===== src/rtl/dma_arb_pkg.sv =====
package dma_arb_pkg;
  localparam int unsigned PERIPH_CH_D = 8;
  localparam int unsigned MDMA_CH_D   = 4;
  localparam int unsigned MAP_W_D     = 4;
  localparam int unsigned RR_W_D      = 5;
  typedef logic [MAP_W_D-1:0] route_code_t;
endpackage


===== src/rtl/dma_map_regs.sv =====
module dma_map_regs #(
  parameter int unsigned PERIPH_CH = dma_arb_pkg::PERIPH_CH_D,
  parameter int unsigned MDMA_CH   = dma_arb_pkg::MDMA_CH_D,
  parameter int unsigned MAP_W     = dma_arb_pkg::MAP_W_D,
  localparam int unsigned CH       = PERIPH_CH + MDMA_CH,
  localparam int unsigned SEL_W    = $clog2(CH)
) (
  input  logic                   clk,
  input  logic                   rst,
  input  logic                   cfg_we,
  input  logic [SEL_W-1:0]       cfg_sel,
  input  logic [MAP_W-1:0]       cfg_wdata,
  input  logic [SEL_W-1:0]       rd_sel,
  output logic [MAP_W:0]         map_rd,
  output logic [PERIPH_CH*MAP_W-1:0] map_flat
);
  logic [MAP_W-1:0] map_q [PERIPH_CH];

  for (genvar c = 0; c < PERIPH_CH; c++) begin : g_map
    always_ff @(posedge clk) begin
      if (rst) map_q[c] <= '0;
      else if (cfg_we && cfg_sel == SEL_W'(c)) map_q[c] <= cfg_wdata;
    end
    assign map_flat[c*MAP_W +: MAP_W] = map_q[c];
  end

  always_ff @(posedge clk) begin
    if (rst) map_rd <= '0;
    else if (rd_sel < SEL_W'(PERIPH_CH)) map_rd <= {1'b0, map_q[rd_sel[$clog2(PERIPH_CH)-1:0]]};
    else if (rd_sel < SEL_W'(CH)) map_rd <= {1'b1, {MAP_W{1'b0}}};
    else map_rd <= '0;
  end

  // a write aimed at a fixed channel leaves every stored code untouched
  p_fixed_write_ignored_r6: assert property (@(posedge clk) disable iff (rst)
    (cfg_we && cfg_sel >= SEL_W'(PERIPH_CH)) |=> (map_flat == $past(map_flat)));
endmodule


===== src/rtl/dma_req_router.sv =====
module dma_req_router #(
  parameter int unsigned PERIPH_CH = dma_arb_pkg::PERIPH_CH_D,
  parameter int unsigned MAP_W     = dma_arb_pkg::MAP_W_D,
  localparam int unsigned IDX_W    = $clog2(PERIPH_CH)
) (
  input  logic [PERIPH_CH-1:0]       periph_req,
  input  logic [PERIPH_CH*MAP_W-1:0] map_flat,
  output logic [PERIPH_CH-1:0]       chan_req
);
  for (genvar c = 0; c < PERIPH_CH; c++) begin : g_route
    logic [MAP_W-1:0] code;
    logic             attached;
    logic             shadowed;
    assign code     = map_flat[c*MAP_W +: MAP_W];
    assign attached = (code < MAP_W'(PERIPH_CH));
    always_comb begin
      shadowed = 1'b0;
      for (int j = 0; j < c; j++) begin
        if (map_flat[j*MAP_W +: MAP_W] == code) shadowed = 1'b1;
      end
    end
    assign chan_req[c] = attached && !shadowed && periph_req[code[IDX_W-1:0]];
  end
endmodule


===== src/rtl/dma_grant_engine.sv =====
module dma_grant_engine #(
  parameter int unsigned PERIPH_CH = dma_arb_pkg::PERIPH_CH_D,
  parameter int unsigned MDMA_CH   = dma_arb_pkg::MDMA_CH_D,
  parameter int unsigned RR_W      = dma_arb_pkg::RR_W_D,
  localparam int unsigned CH       = PERIPH_CH + MDMA_CH
) (
  input  logic            clk,
  input  logic            rst,
  input  logic [CH-1:0]   chan_req,
  input  logic [RR_W-1:0] rr_period,
  output logic [CH-1:0]   grant,
  output logic [RR_W-1:0] rr_count
);
  logic [1:0]      sreq;
  logic            periph_any;
  logic            last_stream;
  logic [CH-1:0]   grant_d;
  logic [RR_W-1:0] cnt_d;
  logic            last_d;
  logic            win;
  logic [1:0]      sgrant;

  assign periph_any = |chan_req[PERIPH_CH-1:0];
  for (genvar s = 0; s < 2; s++) begin : g_stream
    assign sreq[s]   = |chan_req[PERIPH_CH+2*s +: 2];
    assign sgrant[s] = |grant[PERIPH_CH+2*s +: 2];
  end

  always_comb begin
    grant_d = '0;
    cnt_d   = '0;
    last_d  = last_stream;
    win     = 1'b0;
    if (periph_any) begin
      for (int i = PERIPH_CH-1; i >= 0; i--) begin
        if (chan_req[i]) grant_d = CH'(1) << i;
      end
    end else if (|sreq) begin
      if (rr_count != '0 && sreq[last_stream]) begin
        win   = last_stream;
        cnt_d = rr_count - 1'b1;
      end else begin
        if (rr_period == '0) win = !sreq[0];
        else win = sreq[!last_stream] ? !last_stream : last_stream;
        cnt_d = (rr_period == '0) ? '0 : rr_period - 1'b1;
      end
      last_d = win;
      if (chan_req[PERIPH_CH + 2*win]) grant_d = CH'(1) << (PERIPH_CH + 2*win);
      else grant_d = CH'(1) << (PERIPH_CH + 2*win + 1);
    end
  end

  always_ff @(posedge clk) begin
    if (rst) begin
      grant       <= '0;
      rr_count    <= '0;
      last_stream <= 1'b1;
    end else begin
      grant       <= grant_d;
      rr_count    <= cnt_d;
      last_stream <= last_d;
    end
  end

  // never more than one grant bit
  p_grant_onehot_r2: assert property (@(posedge clk) disable iff (rst) $onehot0(grant));
  // any request leads to a grant on the next edge
  p_req_granted_r2: assert property (@(posedge clk) disable iff (rst)
    (|chan_req) |=> (|grant));
  // a grant never appears without a request one cycle earlier
  p_grant_has_req_r3: assert property (@(posedge clk) disable iff (rst)
    (|grant) |-> $past(|chan_req));
  // peripheral requests always take the next transfer
  p_periph_first_r10: assert property (@(posedge clk) disable iff (rst)
    periph_any |=> (|grant[PERIPH_CH-1:0]) && rr_count == '0);
  // an unfinished burst stays with its holder
  p_burst_hold_r9: assert property (@(posedge clk) disable iff (rst)
    (rr_count != '0 && !periph_any && sreq[last_stream]) |=> sgrant[$past(last_stream)]);
endmodule


===== src/rtl/dma_prio_arbiter.sv =====
module dma_prio_arbiter #(
  parameter int unsigned PERIPH_CH = dma_arb_pkg::PERIPH_CH_D,
  parameter int unsigned MDMA_CH   = dma_arb_pkg::MDMA_CH_D,
  parameter int unsigned MAP_W     = dma_arb_pkg::MAP_W_D,
  parameter int unsigned RR_W      = dma_arb_pkg::RR_W_D,
  localparam int unsigned CH       = PERIPH_CH + MDMA_CH,
  localparam int unsigned SEL_W    = $clog2(CH)
) (
  input  logic                 clk,
  input  logic                 rst,
  input  logic [PERIPH_CH-1:0] periph_req,
  input  logic [MDMA_CH-1:0]   mdma_req,
  input  logic                 cfg_we,
  input  logic [SEL_W-1:0]     cfg_sel,
  input  logic [MAP_W-1:0]     cfg_wdata,
  input  logic                 rr_we,
  input  logic [RR_W-1:0]      rr_wdata,
  input  logic [SEL_W-1:0]     rd_sel,
  output logic [MAP_W:0]       map_rd,
  output logic [CH-1:0]        grant,
  output logic [RR_W-1:0]      rr_count
);
  logic [PERIPH_CH*MAP_W-1:0] map_flat;
  logic [PERIPH_CH-1:0]       pchan_req;
  logic [RR_W-1:0]            rr_period;

  always_ff @(posedge clk) begin
    if (rst) rr_period <= '0;
    else if (rr_we) rr_period <= rr_wdata;
  end

  dma_map_regs #(.PERIPH_CH(PERIPH_CH), .MDMA_CH(MDMA_CH), .MAP_W(MAP_W)) u_regs (
    .clk(clk), .rst(rst), .cfg_we(cfg_we), .cfg_sel(cfg_sel), .cfg_wdata(cfg_wdata),
    .rd_sel(rd_sel), .map_rd(map_rd), .map_flat(map_flat));

  dma_req_router #(.PERIPH_CH(PERIPH_CH), .MAP_W(MAP_W)) u_route (
    .periph_req(periph_req), .map_flat(map_flat), .chan_req(pchan_req));

  dma_grant_engine #(.PERIPH_CH(PERIPH_CH), .MDMA_CH(MDMA_CH), .RR_W(RR_W)) u_eng (
    .clk(clk), .rst(rst), .chan_req({mdma_req, pchan_req}), .rr_period(rr_period),
    .grant(grant), .rr_count(rr_count));

  // with no burst period the counter never leaves zero
  p_zero_period_r8: assert property (@(posedge clk) disable iff (rst)
    (rr_period == '0 && !rr_we) |=> rr_count == '0);
endmodule


===== config.mk =====
export PLATFORM = sky130hd
export DESIGN_NAME = dma_prio_arbiter
export DESIGN_NICKNAME = d
export VERILOG_FILES = /design/src/rtl/dma_arb_pkg.sv /design/src/rtl/dma_map_regs.sv /design/src/rtl/dma_req_router.sv /design/src/rtl/dma_grant_engine.sv /design/src/rtl/dma_prio_arbiter.sv
export SDC_FILE = /design/constraint.sdc
export NUM_CORES = 1
export LEC_CHECK = 0
export ABC_AREA = 1
export BUFFER_PORTS_ARGS = -buffer_cell sky130_fd_sc_hd__buf_2
export CAP_MARGIN = 20
export CELL_PAD_IN_SITES_DETAIL_PLACEMENT = 0
export CELL_PAD_IN_SITES_GLOBAL_PLACEMENT = 2
export CORE_MARGIN = 5
export CORE_UTILIZATION = 29
export CTS_CLUSTER_DIAMETER = 150
export DETAILED_ROUTE_END_ITERATION = 12
export MAX_ROUTING_LAYER = met4
export PLACE_DENSITY = 0.82
export SLEW_MARGIN = 10
export SYNTH_ARGS = -nofsm -noshare
export SYNTH_HDL_FRONTEND = slang
export SYNTH_SLANG_ARGS = --single-unit

===== constraint.sdc =====
create_clock -name clk -period 1.6 [get_ports clk]
set_input_delay 0.16 -clock clk [delete_from_list [all_inputs] [get_ports clk]]
set_output_delay 0.16 -clock clk [all_outputs]
set_load 0.05 [all_outputs]

==> results of run 1 <==
## flip-flops by register name, indices dropped and copies added (netlist names)
name,cells
u_eng.rr_count,5
u_regs.map_rd,5
u_regs.map_q,32
u_eng.last_stream,1
u_eng.grant,12
rr_period,5
## final cells by class
| type | instances | area [um^2] |
|---|---|---|
| fillers | 1845 | 10070 |
| multi-input cells | 642 | 3043 |
| repair buffers | 204 | 1564 |
| flip-flops and latches | 60 | 1529 |
| inverters | 78 | 314.1 |
| well taps | 225 | 281.5 |
| clock buffers | 9 | 225.2 |
| clock inverters | 7 | 91.34 |
## cell usage after synthesis (all sizes together)
library cell | number | area share [%]
a21oi | 34 | 3.7
a31oi | 4 | 0.50
buf | 33 | 5.1
clkbuf | 4 | 0.30
dfxtp | 28 | 11
edfxtp | 32 | 19
ha | 2 | 0.50
inv | 78 | 5.8
nand2 | 324 | 25
nand3 | 52 | 5.6
nand3b | 1 | 0.15
nand4 | 8 | 1.0
nor2 | 131 | 10
nor3 | 2 | 0.20
nor3b | 1 | 0.25
o211ai | 10 | 1.8
o21ai | 46 | 4.7
xnor2 | 4 | 0.70
xor2 | 23 | 4.0
## metal layers
| metal | GRT usage (%) | vias to the layer above | part of all wire (%) |
|---|---|---|---|
| met5 | - | - | 0 |
| met4 | 7.172 | 0 | 2.9 |
| met3 | 2.494 | 37 | 4.2 |
| met2 | 33.41 | 159 | 46 |
| met1 | 28.06 | 2609 | 47 |
| li1 | - | 2924 | - |
## stage by stage
| stage | hold WS (ps) | TNS [ps] | std cells |
|---|---|---|---|
| after floorplan | 232.0 | 0 | 817 |
| after detailed placement | 363.6 | -4856 | 1181 |
| final | 32.06 | -4280 | 1225 |
| after CTS | 21.31 | -3504 | 1219 |
| after global routing | 34.78 | -6722 | 1225 |
| after global placement | 362.9 | -4264 | 1181 |
## cell usage in the layout (no fill, tap or decap), types with 5 or more instances in the layout
cell type | netlist | final
sky130_fd_sc_hd__nand2_1 | 317 | 309
sky130_fd_sc_hd__buf_4 | 14 | 123
sky130_fd_sc_hd__nor2_1 | 128 | 117
sky130_fd_sc_hd__buf_2 | 9 | 56
sky130_fd_sc_hd__inv_1 | 62 | 55
sky130_fd_sc_hd__nand3_1 | 49 | 45
sky130_fd_sc_hd__o21ai_0 | 40 | 36
sky130_fd_sc_hd__edfxtp_1 | 32 | 32
sky130_fd_sc_hd__a21oi_1 | 30 | 27
sky130_fd_sc_hd__dfxtp_1 | 28 | 26
sky130_fd_sc_hd__xor2_1 | 23 | 23
sky130_fd_sc_hd__inv_2 | 16 | 16
sky130_fd_sc_hd__buf_6 | 9 | 16
sky130_fd_sc_hd__nor2_2 | 2 | 12
sky130_fd_sc_hd__nand2_2 | 3 | 10
sky130_fd_sc_hd__clkbuf_16 | 0 | 9
sky130_fd_sc_hd__buf_12 | 0 | 9
sky130_fd_sc_hd__o21ai_1 | 5 | 8
sky130_fd_sc_hd__nand4_1 | 8 | 8
sky130_fd_sc_hd__a21oi_2 | 4 | 7
sky130_fd_sc_hd__o211ai_1 | 7 | 7
sky130_fd_sc_hd__nand3_2 | 2 | 6
sky130_fd_sc_hd__nand2_4 | 4 | 5
## cell families (layout without fill, tap and decap cells)
kind of cell	after synthesis	in the layout	share of synthesized area [%]
compound gates	94	94	10.66
xor+xnor	27	27	4.720
fa+ha+maj	2	2	0.4994
buf+inv	115	298	11.24
flops	60	60	30.37
simple gates	519	519	42.51
## power groups by stage
| stage | clock network [uW] | logic, uW | registers (uW) |
|---|---|---|---|
| after floorplan | 0 | 977 | 1870 |
| after global placement | 0 | 1750 | 1810 |
| after detailed placement | 0 | 1750 | 1820 |
| after CTS | 2090 | 1860 | 1790 |
| after global routing | 2140 | 2130 | 1800 |
| final | 2050 | 1930 | 1790 |
## worst reg2reg max path: stages, from the launching register on
cell                       delay (ps)
sky130_fd_sc_hd__edfxtp_1         520
sky130_fd_sc_hd__buf_6            210
sky130_fd_sc_hd__xor2_1           160
sky130_fd_sc_hd__nor2_1           100
sky130_fd_sc_hd__nand2_1           70
sky130_fd_sc_hd__nand2_1           80
sky130_fd_sc_hd__nor2_2            40
sky130_fd_sc_hd__nand2_2           70
sky130_fd_sc_hd__nand2_4           80
sky130_fd_sc_hd__nor2_8           140
sky130_fd_sc_hd__nand3_4          110
sky130_fd_sc_hd__buf_12           160
sky130_fd_sc_hd__a21oi_2           90
## worst max path at each step
stage                                     start                             end  cells past startpoint  slack, ps
2_1_floorplan         rr_period[0]$_SDFFE_PP0P_  u_eng.last_stream$_SDFFE_PP1P_                     13          8
3_3_place_gp   u_regs.map_q[6][1]$_SDFFCE_PN0P_  u_eng.last_stream$_SDFFE_PP1P_                     13       -330
3_5_place_dp   u_regs.map_q[6][1]$_SDFFCE_PN0P_  u_eng.last_stream$_SDFFE_PP1P_                     13       -360
4_1_cts        u_regs.map_q[3][0]$_SDFFCE_PN0P_  u_eng.last_stream$_SDFFE_PP1P_                     12       -270
5_1_grt        u_regs.map_q[5][0]$_SDFFCE_PN0P_  u_eng.last_stream$_SDFFE_PP1P_                     14       -410
6_report       u_regs.map_q[3][0]$_SDFFCE_PN0P_    u_eng.rr_count[4]$_SDFF_PP0_                     12       -290
## what timing repair did
action,CTS,global route
setup buffers,20,6
endpoints found under the setup margin,18,20
pin swaps,24,9
gates resized for setup,34,26
cloned,2,0
==> results_tabular.tex, run 1 <==
\begin{tabular}{lr}
\hline
Metric & Value \\
\hline
\multicolumn{2}{l}{\textbf{Placed design}} \\
Setup slack at placement & -361.8 ps \\
Port buffer count & 54 \\
Placed instance area & around 0.0063 mm\^{}2 \\
HPWL reported at the end of detailed placement & $\sim$15000 um \\
Global placement routability congestion & about 0.94 \\
\multicolumn{2}{l}{\textbf{Timing}} \\
Post-route minimum period & 1895 ps \\
Max Slew Vio Count & 0 \\
RSZ-0062 raised after global routing & yes \\
Final count of negative-setup-slack endpoints & 19 \\
Max-slew headroom at the worst pin & between 60\% and 70\% \\
Final worst-path setup slack & -294.7 ps \\
Pin slew with the least headroom to its limit & 459.3 ps \\
Ratio of final minimum period to clock period & 118.4\% \\
Number of hold violations in the final report & 0 \\
F\_max & 0.5278 GHz \\
Largest clock skew in the final design & 7.690 ps \\
\multicolumn{2}{l}{\textbf{Status}} \\
Outcome & finished with violations \\
Violations in the final reports & setup timing \\
\multicolumn{2}{l}{\textbf{GRT}} \\
Wire length of the first global-routing pass & 31700 um \\
Global-route congestion overflow total & 0 \\
Gr usage total & a little over a fifth \\
Initial antenna violation count & 0 \\
Via count of the first global-routing pass & 5638 \\
Maximum number of pins on one net before global-route repair & 23 \\
\multicolumn{2}{l}{\textbf{Setup path}} \\
CP startpoint kind & register \\
Library cell appearing most often on the critical path & sky130\_fd\_sc\_hd\_\_nand2\_1 \\
Kind of critical path & reg2reg \\
Capture instance of the worst register-to-register path & u\_eng.rr\_count[4]\$\_SDFF\_PP0\_ \\
Max stage delay cell, worst path & sky130\_fd\_sc\_hd\_\_edfxtp\_1 \\
Setup slack, reg-to-reg & -290 ps \\
Critical path data required time & 1870 ps \\
Data arrival time of the worst path & 2160 ps \\
Reg-to-reg startpoint & u\_regs.map\_q[3][0]\$\_SDFFCE\_PN0P\_ \\
Number of buffers and inverters on the critical path & 2 \\
Endpoint type of the worst setup path & register \\
Length in cells of the worst reg-to-reg path & 12 \\
Worst path max stage delay & 520 ps \\
Maximum fanout count along the critical path & 6 \\
List of cells traversed by the critical path & buf\_6 -> xor2\_1 -> nor2\_1 -> nand2\_1 -> nand2\_1 -> nor2\_2 -> nand2\_2 -> nand2\_4 -> nor2\_8 -> nand3\_4 -> buf\_12 -> a21oi\_2 \\
Cell type group with the largest total delay on the critical path & simple AND/OR/NAND/NOR gates \\
\multicolumn{2}{l}{\textbf{Detailed routing}} \\
Post-DR vias/cell & 4.677 \\
Remaining antenna violation count after routing & 0 \\
WL/cell & around 16 um \\
Vias after detailed routing & 5729 \\
Routed WL & 20140 um \\
First-iteration detailed-routing DRC count & 444 \\
Pre-Repair DR Iteration Count & 6 \\
Drt drc & 0 \\
\multicolumn{2}{l}{\textbf{Run}} \\
Max-cap violations & 0 \\
\multicolumn{2}{l}{\textbf{Pwr}} \\
Lkg Pwr & 0.003610 uW \\
Switching part of the total power & 33.31\% \\
Combinational share of power & roughly a third \\
Net switching power figure & 1923 uW \\
Maximum VDD drop & about 0.58 mV \\
P\_int & 3851 uW \\
Share of power burned in registers & between 30\% and 40\% \\
Post-layout power & roughly 5800 uW \\
Clock share of power & between 30\% and 40\% \\
Pwr/cell area & around 800 mW/mm\^{}2 \\
\multicolumn{2}{l}{\textbf{Floorplan}} \\
Core Rows & between 40 and 50 \\
Die area & 0.02000 mm\^{}2 \\
Number of primary I/O pins & 55 \\
Effective utilization at floorplan & 29.27\% \\
Die height & 141.4 um \\
Placeable core region & 0.01712 mm\^{}2 \\
DIE WIDTH & 141.4 um \\
\multicolumn{2}{l}{\textbf{Finish}} \\
\# diodes & 0 \\
Area delta synth->final & 40.68\% \\
Utilization after layout & 41.18\% \\
Fraction of final layout cells with drive strength greater than 1 & 29.50\% \\
Number of nets in the final layout & around 1000 \\
Area of all placed cells without fillers & 0.007048 mm\^{}2 \\
\multicolumn{2}{l}{\textbf{Clock network}} \\
Number of buffers added to fix hold violations after cts & 0 \\
CTS tree & done \\
Total clock sinks & 60 \\
Clock insertion delay at the later pin of the skew report & 330 ps \\
Clock edge transition at the registers on the reported setup and hold paths & about 50 ps \\
CTS buffer count & 9 \\
CTS H-Tree Depth & 3 \\
Number of buffers on the longest clock path & 2 \\
Clock root buffer master & sky130\_fd\_sc\_hd\_\_clkbuf\_16 \\
\multicolumn{2}{l}{\textbf{Synthesis}} \\
Post-Synthesis Cells & 817 \\
Synthesized cell area & 0.005010 mm\^{}2 \\
Average instance area after synthesis & 6.132 um\^{}2 \\
Register bit count reported by yosys & 60 \\
Part of the Yosys area used for sequential elements & 30.37\% \\
Synthesized net count & 852 \\
Yosys cell types & 33 \\
Number of warnings printed during yosys synthesis & 0 \\
\multicolumn{2}{l}{\textbf{Worst hold path}} \\
Path category of the worst min-delay check & in2reg \\
Hold-critical path endpoint & u\_eng.grant[9]\$\_SDFF\_PP0\_ \\
Hold Crit Depth & 2 \\
Hold\_sp & mdma\_req[0] \\
\hline
\end{tabular}
(Power assumes the default switching activity.)
==> run 2, diff against run 1 <==
RECOVER_POWER = 100   (was not set)
==> run 2 against run 1 <==
  * The run still ends with setup timing left
  * Clock power is essentially flat
  * Global-route usage is the same
  * Clock skew is essentially flat
  * Routed wire length is essentially flat
  * Via count shrank 0.21%
  * Fmax shrank 0.34%
  * Register-to-register slack is essentially flat
  * Total power shrank 0.28%
  * Worst hold slack is essentially flat
  * Cell area shrank 0.71%
  * Count of clock-buffer cells in the layout is the same
  * Critical endpoint unchanged
==> results_tabular.tex, run 2 (synthesis results as in run 1) <==
\begin{tabular}{lr}
\hline
Metric & Value \\
\hline
\multicolumn{2}{l}{\textbf{Status}} \\
Outcome & finished with violations \\
Violations in the final reports & setup timing \\
\multicolumn{2}{l}{\textbf{Setup path}} \\
Critical path data required time & 1870 ps \\
CP startpoint kind & register \\
Length in cells of the worst reg-to-reg path & 14 \\
Kind of critical path & reg2reg \\
Setup slack, reg-to-reg & -300 ps \\
Reg-to-reg startpoint & u\_regs.map\_q[5][0]\$\_SDFFCE\_PN0P\_ \\
Worst path max stage delay & 390 ps \\
List of cells traversed by the critical path & clkinvlp\_4 -> buf\_4 -> nand2\_1 -> o21ai\_1 -> nor2\_1 -> nand2\_1 -> nand2\_1 -> nor2\_2 -> nand2\_2 -> nand2\_4 -> nor2\_8 -> nand3\_4 -> buf\_12 -> a21oi\_2 \\
Maximum fanout count along the critical path & 9 \\
Data arrival time of the worst path & approximately 2200 ps \\
Max stage delay cell, worst path & sky130\_fd\_sc\_hd\_\_edfxtp\_1 \\
Endpoint type of the worst setup path & register \\
Library cell appearing most often on the critical path & sky130\_fd\_sc\_hd\_\_nand2\_1 \\
Capture instance of the worst register-to-register path & u\_eng.rr\_count[4]\$\_SDFF\_PP0\_ \\
\multicolumn{2}{l}{\textbf{Clock network}} \\
CTS tree & done \\
Number of buffers on the longest clock path & 2 \\
Clock root buffer master & sky130\_fd\_sc\_hd\_\_clkbuf\_16 \\
Clock insertion delay at the later pin of the skew report & 330 ps \\
Number of buffers added to fix hold violations after cts & 0 \\
CTS H-Tree Depth & 3 \\
Clock edge transition at the registers on the reported setup and hold paths & roughly 50 ps \\
CTS buffer count & 9 \\
Total clock sinks & 60 \\
\multicolumn{2}{l}{\textbf{Timing}} \\
Final count of negative-setup-slack endpoints & 20 \\
RSZ-0062 raised after global routing & yes \\
Largest clock skew in the final design & between 7 and 8 ps \\
Ratio of final minimum period to clock period & 118.8\% \\
Number of hold violations in the final report & 0 \\
Max-slew headroom at the worst pin & 39.86\% \\
Final worst-path setup slack & -301.3 ps \\
Post-route minimum period & 1901 ps \\
Max Slew Vio Count & 0 \\
F\_max & about 0.53 GHz \\
Hold slack final & 32.35 ps \\
Pin slew with the least headroom to its limit & 902.1 ps \\
\multicolumn{2}{l}{\textbf{Floorplan}} \\
Placeable core region & 0.01712 mm\^{}2 \\
DIE WIDTH & 141.4 um \\
Effective utilization at floorplan & 29.27\% \\
Die area & between 0.02 and 0.025 mm\^{}2 \\
Core Rows & 48 \\
Die height & 141.4 um \\
Number of primary I/O pins & 55 \\
\multicolumn{2}{l}{\textbf{Finish}} \\
Largest reg by FF count & u\_regs.map\_q \\
\# diodes & 0 \\
Area delta synth->final & 39.69\% \\
Most common cell after layout, fill and taps aside & sky130\_fd\_sc\_hd\_\_nand2\_1 \\
Registers with the highest flip-flop counts & u\_regs.map\_q x32, u\_eng.grant x12 \\
Number of nets in the final layout & 1030 \\
Flip-flop count of the largest register, all copies and words added & 32 \\
Fraction of final layout cells with drive strength greater than 1 & 26.90\% \\
Most frequent cells in the layout & 309 x sky130\_fd\_sc\_hd\_\_nand2\_1, 120 x sky130\_fd\_sc\_hd\_\_buf\_4, 117 x sky130\_fd\_sc\_hd\_\_nor2\_1 \\
Count of fill cells added during filler insertion & 1851 \\
\multicolumn{2}{l}{\textbf{Placed design}} \\
HPWL reported at the end of detailed placement & 15410 um \\
Port buffer count & 54 \\
Global placement routability congestion & $\sim$0.94 \\
\multicolumn{2}{l}{\textbf{Pwr}} \\
Post-layout power & between 5000 and 6000 uW \\
Pwr/cell area & 822.8 mW/mm\^{}2 \\
Maximum VDD drop & about 0.58 mV \\
Lkg Pwr & 0.003499 uW \\
\multicolumn{2}{l}{\textbf{GRT}} \\
Initial antenna violation count & 0 \\
Maximum number of pins on one net before global-route repair & 23 \\
Global-route congestion overflow total & 0 \\
Wire length of the first global-routing pass & approximately 32000 um \\
Gr usage total & a little over a fifth \\
Via count of the first global-routing pass & 5638 \\
\multicolumn{2}{l}{\textbf{Worst hold path}} \\
Hold-critical path endpoint & u\_eng.grant[9]\$\_SDFF\_PP0\_ \\
Path category of the worst min-delay check & in2reg \\
Hold\_sp & mdma\_req[0] \\
Hold Crit Depth & 2 \\
\multicolumn{2}{l}{\textbf{Detailed routing}} \\
Routed WL & 20120 um \\
Drt drc & 0 \\
Post-DR vias/cell & 4.667 \\
First-iteration detailed-routing DRC count & 396 \\
Vias after detailed routing & 5717 \\
Pre-Repair DR Iteration Count & 5 \\
Remaining antenna violation count after routing & 0 \\
WL/cell & roughly 16 um \\
\multicolumn{2}{l}{\textbf{Run}} \\
Max-cap violations & 0 \\
\hline
\end{tabular}
[run 2: cell types whose count changed in the layout (fill, tap and decap cells not counted), sizes merged]
cell / delta
buf: -28
clkbuf: +28
[run 2: layout make-up]
class	count	area (um^2)	share of cell area, %
clock buffers	9	225.2	3.218
clock inverters	7	91.34	1.305
inverters	78	314.1	4.488
multi-input cells	642	3043	43.48
flip-flops and latches	60	1529	21.85
well taps	225	281.5	4.023
repair buffers	204	1514	21.63
[run 2: layer usage]
| layer | part of all wire, % | up-vias | wire [um] | track usage, % |
|---|---|---|---|---|
| met4 | 2.8 | 0 | 566 | 7.172 |
| met1 | 46 | 2570 | 9342 | 28.06 |
| met5 | 0 | - | 0 | - |
| li1 | - | 2929 | - | - |
| met2 | 45 | 183 | 9113 | 33.41 |
| met3 | 5.5 | 35 | 1097 | 2.494 |
[run 2: worst max path at each step]
stage / from / end / slack, ps / cells past startpoint
floorplan: rr_period[0]$_SDFFE_PP0P_ / u_eng.last_stream$_SDFFE_PP1P_ / 8 / 13
global placement: u_regs.map_q[6][1]$_SDFFCE_PN0P_ / u_eng.last_stream$_SDFFE_PP1P_ / -330 / 13
detailed placement: u_regs.map_q[6][1]$_SDFFCE_PN0P_ / u_eng.last_stream$_SDFFE_PP1P_ / -360 / 13
CTS: u_regs.map_q[3][0]$_SDFFCE_PN0P_ / u_eng.last_stream$_SDFFE_PP1P_ / -270 / 12
global route: u_regs.map_q[5][0]$_SDFFCE_PN0P_ / u_eng.last_stream$_SDFFE_PP1P_ / -410 / 14
finish: u_regs.map_q[5][0]$_SDFFCE_PN0P_ / u_eng.rr_count[4]$_SDFF_PP0_ / -300 / 14
[run 2: power breakdown]
group | switching (uW) | total (uW) | internal [uW] | leakage (uW)
Sequential | 79.3 | 1790 | 1710 | 0.000537
Clock | 697 | 2050 | 1360 | 0.000157
Combinational | 1150 | 1910 | 768 | 0.00281
[run 2: what timing repair did]
action                     4_1_cts  5_1_grt
resized for setup               34       26
hold endpoints to repair         0        0
cloned                           2        0
setup endpoints to repair       18       20
buffers inserted                20        6
pin swaps                       24        9
[run 2: metrics by stage]
step | setup TNS (ps) | util [%] | setup WS (ps) | cells | cell area [um^2]
2_1_floorplan | 0 | - | 8.414 | 817 | 5034
3_3_place_gp | -4264 | 36.84 | -332.3 | 1181 | 6306
3_5_place_dp | -4856 | 36.84 | -361.8 | 1181 | 6306
4_1_cts | -3504 | 40.37 | -269.7 | 1219 | 6910
5_1_grt | -7376 | 40.88 | -414.9 | 1225 | 6998
6_report | -4420 | 40.88 | -301.3 | 1225 | 6998
[run 2: critical path: cells and delay by family, from the launching register on]
| family | cells | cell delay (ps) |
|---|---|---|
| AND/OR/NAND/NOR | 9 | 730 |
| AO/OA/AOI/OAI | 2 | 130 |
| flip-flops | 1 | 390 |
| buffers and inverters | 3 | 580 |
